### src/rtl/rpa_pkg.sv
// Package: shared types and flag-bit positions for the register-pair adder.
// Assumes an 8-bit flag byte. The positions below are fixed by the datapath
// that consumes the flags.
package rpa_pkg;
    typedef enum logic [1:0] {
        OP_ADD  = 2'd0,
        OP_ADC  = 2'd1,
        OP_SBC  = 2'd2,
        OP_PASS = 2'd3
    } rpa_op_e;

    localparam int FLAG_W = 8;
    localparam int FB_S   = 7;
    localparam int FB_Z   = 6;
    localparam int FB_R5  = 5;
    localparam int FB_H   = 4;
    localparam int FB_R3  = 3;
    localparam int FB_V   = 2;
    localparam int FB_N   = 1;
    localparam int FB_C   = 0;
endpackage

### src/rtl/rpa_core_adder.sv
// Module: ripple-free behavioural carry adder with optional operand inversion.
// Computes a + (b or ~b) + cin over WIDTH bits and returns the carry out.
// Assumes the caller supplies an already mode-corrected carry in.
module rpa_core_adder #(
    parameter int WIDTH = 16
) (
    input  logic [WIDTH-1:0] a_i,
    input  logic [WIDTH-1:0] b_i,
    input  logic             inv_b_i,
    input  logic             cin_i,
    output logic [WIDTH-1:0] sum_o,
    output logic             cout_o
);
    localparam int EXT_W = WIDTH + 1;

    logic [WIDTH-1:0] b_eff;
    logic [EXT_W-1:0] wide;

    // Select the true or inverted right operand.
    always_comb b_eff = inv_b_i ? ~b_i : b_i;

    // One extended add produces sum and carry together.
    always_comb begin
        wide   = {1'b0, a_i} + {1'b0, b_eff} + {{WIDTH{1'b0}}, cin_i};
        sum_o  = wide[WIDTH-1:0];
        cout_o = wide[WIDTH];
    end
endmodule

### src/rtl/rpa_flag_unit.sv
// Module: builds the outgoing flag byte for the three arithmetic modes.
// Assumes sum_i is the raw adder output and cout_i its raw carry. For subtract
// the adder ran with inverted src, so the borrow is the inverted carry.
// Pass-through mode is handled by the caller; the value produced here for it
// is not used.
module rpa_flag_unit
    import rpa_pkg::*;
#(
    parameter int WIDTH = 16
) (
    input  rpa_op_e            op_i,
    input  logic [WIDTH-1:0]   dst_i,
    input  logic [WIDTH-1:0]   src_i,
    input  logic [WIDTH-1:0]   sum_i,
    input  logic               cout_i,
    input  logic [FLAG_W-1:0]  flags_i,
    output logic [FLAG_W-1:0]  flags_o
);
    localparam int MSB  = WIDTH - 1;
    localparam int HBIT = WIDTH - 4;

    logic [WIDTH-1:0] carry_vec;
    logic             ovf_add;
    logic             ovf_sub;
    logic             is_zero;

    // Per-bit carry-in vector of the operation, used for the half-carry.
    always_comb carry_vec = dst_i ^ src_i ^ sum_i;

    // Signed overflow for add and for subtract, from the operand signs.
    always_comb begin
        ovf_add = (~(dst_i[MSB] ^ src_i[MSB])) & (sum_i[MSB] ^ dst_i[MSB]);
        ovf_sub = (dst_i[MSB] ^ src_i[MSB]) & (sum_i[MSB] ^ dst_i[MSB]);
        is_zero = (sum_i == '0);
    end

    // Assemble the flag byte per mode; unused bits stay clear.
    always_comb begin
        flags_o        = '0;
        flags_o[FB_H]  = carry_vec[HBIT];
        unique case (op_i)
            OP_ADD: begin
                flags_o[FB_S] = flags_i[FB_S];
                flags_o[FB_Z] = flags_i[FB_Z];
                flags_o[FB_V] = flags_i[FB_V];
                flags_o[FB_C] = cout_i;
            end
            OP_ADC: begin
                flags_o[FB_S] = sum_i[MSB];
                flags_o[FB_Z] = is_zero;
                flags_o[FB_V] = ovf_add;
                flags_o[FB_C] = cout_i;
            end
            OP_SBC: begin
                flags_o[FB_S] = sum_i[MSB];
                flags_o[FB_Z] = is_zero;
                flags_o[FB_V] = ovf_sub;
                flags_o[FB_N] = 1'b1;
                flags_o[FB_C] = ~cout_i;
            end
            default: flags_o = flags_i;
        endcase
    end
endmodule

### src/rtl/reg_pair_adder.sv
// Module: top of the register-pair adder. Fully combinational.
// Drives the shared adder with a mode-dependent operand inversion and
// carry in, and selects between the arithmetic and pass-through outputs.
// Assumes bit 0 of the incoming flags is the carry (or borrow) in.
module reg_pair_adder
    import rpa_pkg::*;
#(
    parameter int WIDTH = 16
) (
    input  logic [15:0] dst_i,
    input  logic [15:0] src_i,
    input  logic [7:0]  flags_i,
    input  logic [1:0]  op_sel_i,
    output logic [15:0] result_o,
    output logic [7:0]  flags_o
);
    rpa_op_e          op;
    logic             inv_b;
    logic             cin_eff;
    logic [WIDTH-1:0] sum;
    logic             cout;
    logic [7:0]       arith_flags;

    // Decode the select and derive adder controls.
    always_comb begin
        op      = rpa_op_e'(op_sel_i);
        inv_b   = (op == OP_SBC);
        unique case (op)
            OP_ADC:  cin_eff = flags_i[FB_C];
            OP_SBC:  cin_eff = ~flags_i[FB_C];
            default: cin_eff = 1'b0;
        endcase
    end

    rpa_core_adder #(.WIDTH(WIDTH)) u_adder (
        .a_i    (dst_i),
        .b_i    (src_i),
        .inv_b_i(inv_b),
        .cin_i  (cin_eff),
        .sum_o  (sum),
        .cout_o (cout)
    );

    rpa_flag_unit #(.WIDTH(WIDTH)) u_flags (
        .op_i   (op),
        .dst_i  (dst_i),
        .src_i  (src_i),
        .sum_i  (sum),
        .cout_i (cout),
        .flags_i(flags_i),
        .flags_o(arith_flags)
    );

    // Output select: pass-through bypasses the arithmetic path.
    always_comb begin
        if (op == OP_PASS) begin
            result_o = dst_i;
            flags_o  = flags_i;
        end else begin
            result_o = sum;
            flags_o  = arith_flags;
        end
    end

    // Guards relating the result port to the flag port.
    always_comb begin
        if (op_sel_i == 2'd0) begin
            a_r2_keep_szv: assert (flags_o[FB_S] == flags_i[FB_S] &&
                                   flags_o[FB_Z] == flags_i[FB_Z] &&
                                   flags_o[FB_V] == flags_i[FB_V] &&
                                   !flags_o[FB_N]);
        end
        if (op_sel_i == 2'd1 || op_sel_i == 2'd2) begin
            a_r4_zero_sign: assert (flags_o[FB_Z] == (result_o == 16'h0000) &&
                                    flags_o[FB_S] == result_o[15]);
        end
        if (op_sel_i != 2'd3) begin
            a_r9_unused_clear: assert (!flags_o[FB_R5] && !flags_o[FB_R3]);
        end
        if (op_sel_i == 2'd2) begin
            a_r6_sub_marker: assert (flags_o[FB_N]);
        end
    end
endmodule

### config.mk
export PLATFORM = sky130hd
export DESIGN_NAME = reg_pair_adder
export DESIGN_NICKNAME = d
export VERILOG_FILES = /design/src/rtl/rpa_pkg.sv /design/src/rtl/rpa_core_adder.sv /design/src/rtl/rpa_flag_unit.sv /design/src/rtl/reg_pair_adder.sv
export SDC_FILE = /design/constraint.sdc
export NUM_CORES = 1
export LEC_CHECK = 0
export BUFFER_PORTS_ARGS = -buffer_cell sky130_fd_sc_hd__clkbuf_2
export CORE_ASPECT_RATIO = 1.1
export CORE_UTILIZATION = 46
export DETAILED_ROUTE_END_ITERATION = 8
export PLACE_DENSITY = 0.85
export SLEW_MARGIN = 25
export SYNTH_ARGS = -nofsm -noshare
export SYNTH_HDL_FRONTEND = slang
export SYNTH_SLANG_ARGS = --single-unit
### constraint.sdc
create_clock -name vclk -period 3.8
set_input_delay 0.19 -clock vclk [all_inputs]
set_output_delay 0.19 -clock vclk [all_outputs]
set_load 0.01 [all_outputs]
**Word-level counts from Yosys, hierarchy flattened**

Index checks and enable logic that the tools add are counted.

- Flip-flop bits (word level): 0
- Bits of input ports: 42
- Output and inout port bits: 24
- Word-level logic and storage cells: 29

- Bitwise operators: 10
- Multiplexer cells: 9
- Eq/ne operators: 3
- Add/sub/neg operators: 2
- Reduce and logical (&&, ||, !) cells: 5

Operators with widths:

| cell | number |
|---|---|
| 16-bit two-way mux | 2 |
| 13-bit bitwise XOR | 2 |
| 16-bit by 16-bit adder with 17-bit output | 1 |
| 17-bit by 1-bit adder with 17-bit output | 1 |
| 16-bit logical NOT | 1 |
| 16-bit NOT | 1 |
| 8-bit two-way mux | 1 |
| 1-bit case mux with 2 select lines | 4 |
| 2-bit equality test, second input constant | 2 |
| 2-bit OR reduction | 2 |
| 3-bit two-way mux | 1 |
| 1-bit NOT | 3 |
| 3-bit OR reduction | 1 |
| 1-bit bitwise AND | 2 |
| 2-bit by 1-bit equality test with 1-bit output, second input constant | 1 |
| 2-bit logical NOT | 1 |
| 2-bit two-way mux | 1 |
| 1-bit bitwise XOR | 2 |

**Longest topological paths before layout**

Gate-level depths: netlist of run 1.

- Depth after elaboration: 8
- Mapped depth: 15
- Depth with buffers taken out: 13

**Cells and area by module**

From an unflattened synthesis of run 1, not the netlist that was laid out.

- Cells, all modules: 200
- Area, all modules: 1666.6 µm²

Modules (own cells, without submodules):

| module | cells an instance | seq. area each (µm²) | area an instance (µm²) | instances |
|---|---|---|---|---|
| rpa_core_adder | 137 | 0.0 | 1013.5 | 1 |
| reg_pair_adder | 31 | 0.0 | 399.1 | 1 |
| rpa_flag_unit | 32 | 0.0 | 254.0 | 1 |

**Worst setup path after synthesis of run 1**

Ideal clock, no wire load.

- Kind: input-to-output
- Start: input port op_sel_i[0]
- End: output port flags_o[0]
- Required time: 3610 ps
- Path buffers: 2
- Arrival time: 3626 ps
- Slack: -16 ps
- Stages on the path: 15
- Cell sequence: inv_1 ha_1 clkbuf_1 buf_1 xnor2_1 fa_1 fa_1 nand2b_1 a21o_1 a211oi_2 nor2_1 o21a_1 or4_1 o21ai_1 o21ai_1

- Longest elaborated chain between the ends: 7
- Elaborated cells on any way between the ends: 12
- Those cells by class: 2 x add/sub; 3 x eq/ne; 4 x mux; 1 x bitwise; 2 x reduce/logical

RTL lines:

| item | line | text |
|---|---|---|
| start, declared | reg_pair_adder.sv:13 | `input logic [1:0] op_sel_i,` |
| 2-bit equality test | rpa_flag_unit.sv:41, reg_pair_adder.sv:27, reg_pair_adder.sv:28 |  |
| 16-bit two-way mux | rpa_core_adder.sv:20 | `always_comb b_eff = inv_b_i ? ~b_i : b_i;` |
| 16-bit by 16-bit adder with 17-bit output | rpa_core_adder.sv:24 | `wide = {1'b0, a_i} + {1'b0, b_eff} + {{WIDTH{1'b0}}, cin_i};` |
| 17-bit by 1-bit adder with 17-bit output | rpa_core_adder.sv:24 |  |
| 1-bit NOT | rpa_flag_unit.sv:59 | `flags_o[FB_C] = ~cout_i;` |
| 1-bit case mux with 2 select lines | rpa_flag_unit.sv:41 | `unique case (op_i)` |
| 8-bit two-way mux * | reg_pair_adder.sv:56 | `if (op == OP_PASS) begin` |
| end, declared | reg_pair_adder.sv:15 | `output logic [7:0] flags_o` |

Every way passes the cells marked *; elsewhere a longest branch is shown, timed or not.

**Worst setup path in the final report of run 1**

Same ends and word-level chain as after synthesis.

==> flow_summary.ini, run 1 <==
[outcome]
outcome = finished with violations
violations = design-rule violations

[layout]
fillCellCount = 277
clkbuf_count = 0
multi_input_area_mm2 = 0.00147
seq_cell_count = 0
layout-drive-gt1-share = 0.324
area_growth_pct = 24.7
final_nets = 338
diodes = 0
regArea_um2 = 0

[sta]
finalMaxSlewViolations = 0
finalCriticalPeriod_ns = 3.52
finalCritPeriodShare = 0.926
fmax_mhz = 284
worst_slew_pin_slew_ns = 0.530
setup-tns-final_ns = 0
worst_slack_ns = 0.280
relSlewSlack = 0.644
hold_viol_final = 0
rsz0062_at_grt = false
setup_viol = 0

[clocking]
cts_setup_buffers = 0
post_cts_resized = 0
holdBufCountCts = 0

[pwr]
p_leak_uw = 0.000943
power.density_mw_per_mm2 = 244
total_power_uw = 465
peakVddDrop_mv = 0.101

[yosys]
syn-num-nets = 274
synth_area_leaders = ha_1 (16%), xor2_1 (9.8%), nand2_1 (6.4%)
netlist.top_cell.by_area = ha_1
avgSynthCellArea_um2 = 7.27
yosys_warnings = 0
syn_inst = 210
netlist.area_leader.share = 0.164
synth_cell_types = 53
syn_area_mm2 = 0.00153
ys_seq_area_frac = 0

[floorplan]
die_h_um = 62.4
initial_utilization = 0.492
dieArea_mm2 = 0.00355
die_x_um = 56.9
io_pins = 66
row_count = 21
core_area_mm2 = 0.00310

[global_routing]
grt_max_degree = 35
antenna_found_initial = 0
grt_pass1_vias = 1664
grtUsageTotal = 0.220
grt_pass1_wl_um = 6650
overflow = 0

[placement]
place_ws_ns = 0.230
portBuffers = 66
place_hpwl_um = 3310
place.gp.congestion = 0.895

[route]
num_vias = 1736
drtIter0Drc = 81
via_per_inst = 5.67
drc = 10
firstDrtPassIters = 8
drt.antenna.violating_nets = 0
drt-wirelength-per-cell_um = 12.7
routed_wl_um = 3900

[worst_hold_path]
worstHoldPathType = in -> out

[critical_path]
critPathMaxFanout = 13
arrival_ns = 3.33
crit_path_start_kind = primary input
end_kind = output port
worst_ep_required_time_ns = 3.61
critPathKind = in -> out

[job]
max_cap_violations = 0
-- report_power, final --
group / total, uW / leakage [uW] / internal (uW) / switching, uW
registers: 0 / 0 / 0 / 0
clock network: 0 / 0 / 0 / 0
logic: 465 / 0.000943 / 202 / 262
-- worst max-delay path, cell delays in order --
cell      delay [ns]
clkbuf_2        0.10
inv_1           0.08
ha_1            0.23
buf_4           0.27
xor2_1          0.24
inv_1           0.10
fa_1            0.45
nand2b_1        0.18
a21o_1          0.20
a211oi_4        0.29
nor2_1          0.09
o21a_1          0.20
or4_1           0.39
o21ai_1         0.11
o21ai_1         0.08
clkbuf_2        0.14
-- placed cells by master, fill, tap and decap left out, types with 3 or more instances in the layout --
cell,Yosys,layout
xnor2_1,7,7
mux2_2,5,5
a21oi_1,7,7
o21a_1,3,3
and3_1,4,4
nor2_1,18,18
nand2b_1,5,5
a21o_1,5,5
inv_1,9,9
ha_1,20,20
o21ai_0,11,11
a211oi_2,4,3
nand2_1,26,26
mux2i_1,3,3
o21ai_1,3,3
nor3_1,3,3
clkbuf_2,0,66
nor2b_1,5,5
nand3_1,5,5
xor2_1,17,17
buf_4,0,3
-- area by class of cell --
cell class / count / area share
inverters: 9 / 0.0178
well taps: 34 / 0.0224
repair buffers: 69 / 0.185
multi-input cells: 194 / 0.774
-- worst paths after layout --
| check | from | slack, ns | end | depth (start not counted) |
|---|---|---|---|---|
| setup / recovery | op_sel_i[0] | 0.28 | flags_o[0] | 16 |
| hold / removal | flags_i[6] | 0.66 | flags_o[6] | 4 |
-- layer usage --
layer / part of all wire / GRT usage
met2: 0.48 / 0.401
met5: 0 / 0
met1: 0.44 / 0.277
met4: 0.019 / 0.0488
met3: 0.065 / 0.0145
-- through the flow --
stage	std cells	instance area [um2]	hold WS (ns)	utilization
after floorplan	210	1530	0.491	-
after global placement	306	1900	0.658	0.611
after detailed placement	306	1900	0.660	0.611
after CTS	306	1900	0.659	0.611
after global routing	306	1900	0.688	0.614
final	306	1900	0.658	0.614
-- synthesized netlist by cell type (2+ instances only) --
cell / instances
clkbuf_1: 6
a211oi_2: 4
inv_1: 9
o31a_1: 2
o21a_1: 3
or4_1: 2
o21ai_0: 11
ha_1: 20
o21ai_2: 2
fa_1: 2
nor4_1: 2
nor2_1: 18
xor2_1: 17
nand2_1: 26
a31oi_1: 2
a21o_1: 5
mux2i_1: 3
xnor2_1: 7
a21oi_1: 7
o2111ai_1: 2
nand3_1: 5
or3_1: 2
and2_1: 2
nand2b_1: 5
nand4_1: 2
mux2_2: 5
o21ai_1: 3
nand3b_1: 2
and3_1: 4
nor2b_1: 5
nor3_1: 3
-- cell families (layout without fill, tap and decap cells) --
logic type	Yosys count	in the layout	synth area share
AO/OA/AOI/OAI	58	58	0.307
XOR/XNOR	24	24	0.138
multiplexers	8	8	0.0566
buffers and inverters	16	78	0.0393
AND/OR/NAND/NOR	82	82	0.269
adder cells (fa/ha/maj)	22	22	0.190
No activity file was read; power rests on OpenSTA's default activity.
==> run 2, diff against run 1 <==
--- a/config.mk
+++ b/config.mk
@@ -10,6 +10,7 @@
 export CORE_UTILIZATION = 46
 export DETAILED_ROUTE_END_ITERATION = 8
 export PLACE_DENSITY = 0.85
+export REMOVE_ABC_BUFFERS = 1
 export SLEW_MARGIN = 25
 export SYNTH_ARGS = -nofsm -noshare
 export SYNTH_HDL_FRONTEND = slang
==> run 2 against run 1 <==
Effect of this change: the run still ends with design-rule violations left; wire length is 0.59% lower; first-iteration DRC count is 2.5% lower; non-clock buffer count stayed put; critical path depth is 1 lower; largest power group unchanged.
==> flow_summary.ini, run 2 (synthesis gave the netlist of run 1 again) <==
[critical_path]
end_kind = output port
critPathKind = in -> out
worst_ep_required_time_ns = 3.61
crit_path_start_kind = primary input
critPathMaxFanout = 5
arrival_ns = 3.31

[floorplan]
die_x_um = 56.9
die_h_um = 62.4
initial_utilization = 0.492
dieArea_mm2 = 0.00355
core_area_mm2 = 0.00310
io_pins = 66
row_count = 21

[layout]
design_area_mm2 = 0.00190
layout-drive-gt1-share = 0.324
mostFrequentLayoutCells = clkbuf_2 (66), nand2_1 (26), ha_1 (20)
regArea_um2 = 0
final_nets = 338
final_common_cell = clkbuf_2
diodes = 0
seq_cell_count = 0
clkbuf_count = 0
area_growth_pct = 24.2
fillCellCount = 302
multi_input_area_mm2 = 0.00147
stdcell_count = 306

[global_routing]
grt_max_degree = 35
antenna_found_initial = 0
overflow = 0
grt_pass1_vias = 1645
grt_pass1_wl_um = 6750
grtUsageTotal = 0.221

[outcome]
violations = design-rule violations
outcome = finished with violations

[route]
num_vias = 1751
drtIter0Drc = 79
drt-wirelength-per-cell_um = 12.7
drc = 11
routed_wl_um = 3880
drt.antenna.violating_nets = 0
firstDrtPassIters = 8
via_per_inst = 5.72

[sta]
worst_slew_pin_slew_ns = 0.486
finalCriticalPeriod_ns = 3.50
fmax_mhz = 286
rsz0062_at_grt = false
finalMaxSlewViolations = 0
worst_slack_ns = 0.304
finalCritPeriodShare = 0.920
relSlewSlack = 0.673
setup_viol = 0
setup-tns-final_ns = 0
hold_viol_final = 0

[placement]
place_hpwl_um = 3190
place.gp.congestion = 0.884
portBuffers = 66
place_inst = 306
place_ws_ns = 0.323
placed_area_mm2 = 0.00190

[clocking]
post_cts_resized = 0
cts_setup_buffers = 0
holdBufCountCts = 0

[worst_hold_path]
worstHoldPathType = in -> out

[pwr]
p_leak_uw = 0.000943
power.density_mw_per_mm2 = 245
peakVddDrop_mv = 0.153

[job]
max_cap_violations = 0
## run 2: per-layer routing
layer / vias to the layer above / wire length [um] / track usage
met3: 2 / 217 / 0.0145
met2: 65 / 1810 / 0.413
met1: 792 / 1840 / 0.279
met4: 0 / 11 / 0.0305
li1: 892 / - / -
met5: - / 0 / 0
## run 2: worst max-delay path: stages
cell and delay, ns:
clkbuf_2 0.11, inv_1 0.06, ha_1 0.24, xnor2_1 0.16, fa_1 0.43, fa_1 0.43, nand2b_1 0.18, a21o_1 0.19
a211oi_2 0.34, o31a_1 0.25, o2111a_1 0.20, and4_1 0.19, nand4_1 0.13, nand2_1 0.10, clkbuf_2 0.13
## run 2: power breakdown
group	switching, uW	internal, uW	total [uW]
Combinational	262	202	464
Sequential	0	0	0
Clock	0	0	0
Total	262	202	464
## run 2: layout make-up
cell class,instances,share of cell area
multi-input combinational,194,0.774
timing repair buffer,69,0.186
tap,34,0.0224
inverter,9,0.0178
## run 2: final timing paths
check,start,endpoint,slack [ns],depth (start not counted)
worst min-delay path,flags_i[6],flags_o[6],0.66,4
worst max-delay path,op_sel_i[0],flags_o[6],0.30,15
## run 2: through the flow
step	util	hold slack [ns]	power (uW)
after floorplan	-	0.491	325
after global placement	0.611	0.659	451
after detailed placement	0.611	0.659	457
after CTS	0.611	0.661	460
after global routing	0.611	0.686	514
final	0.611	0.658	464
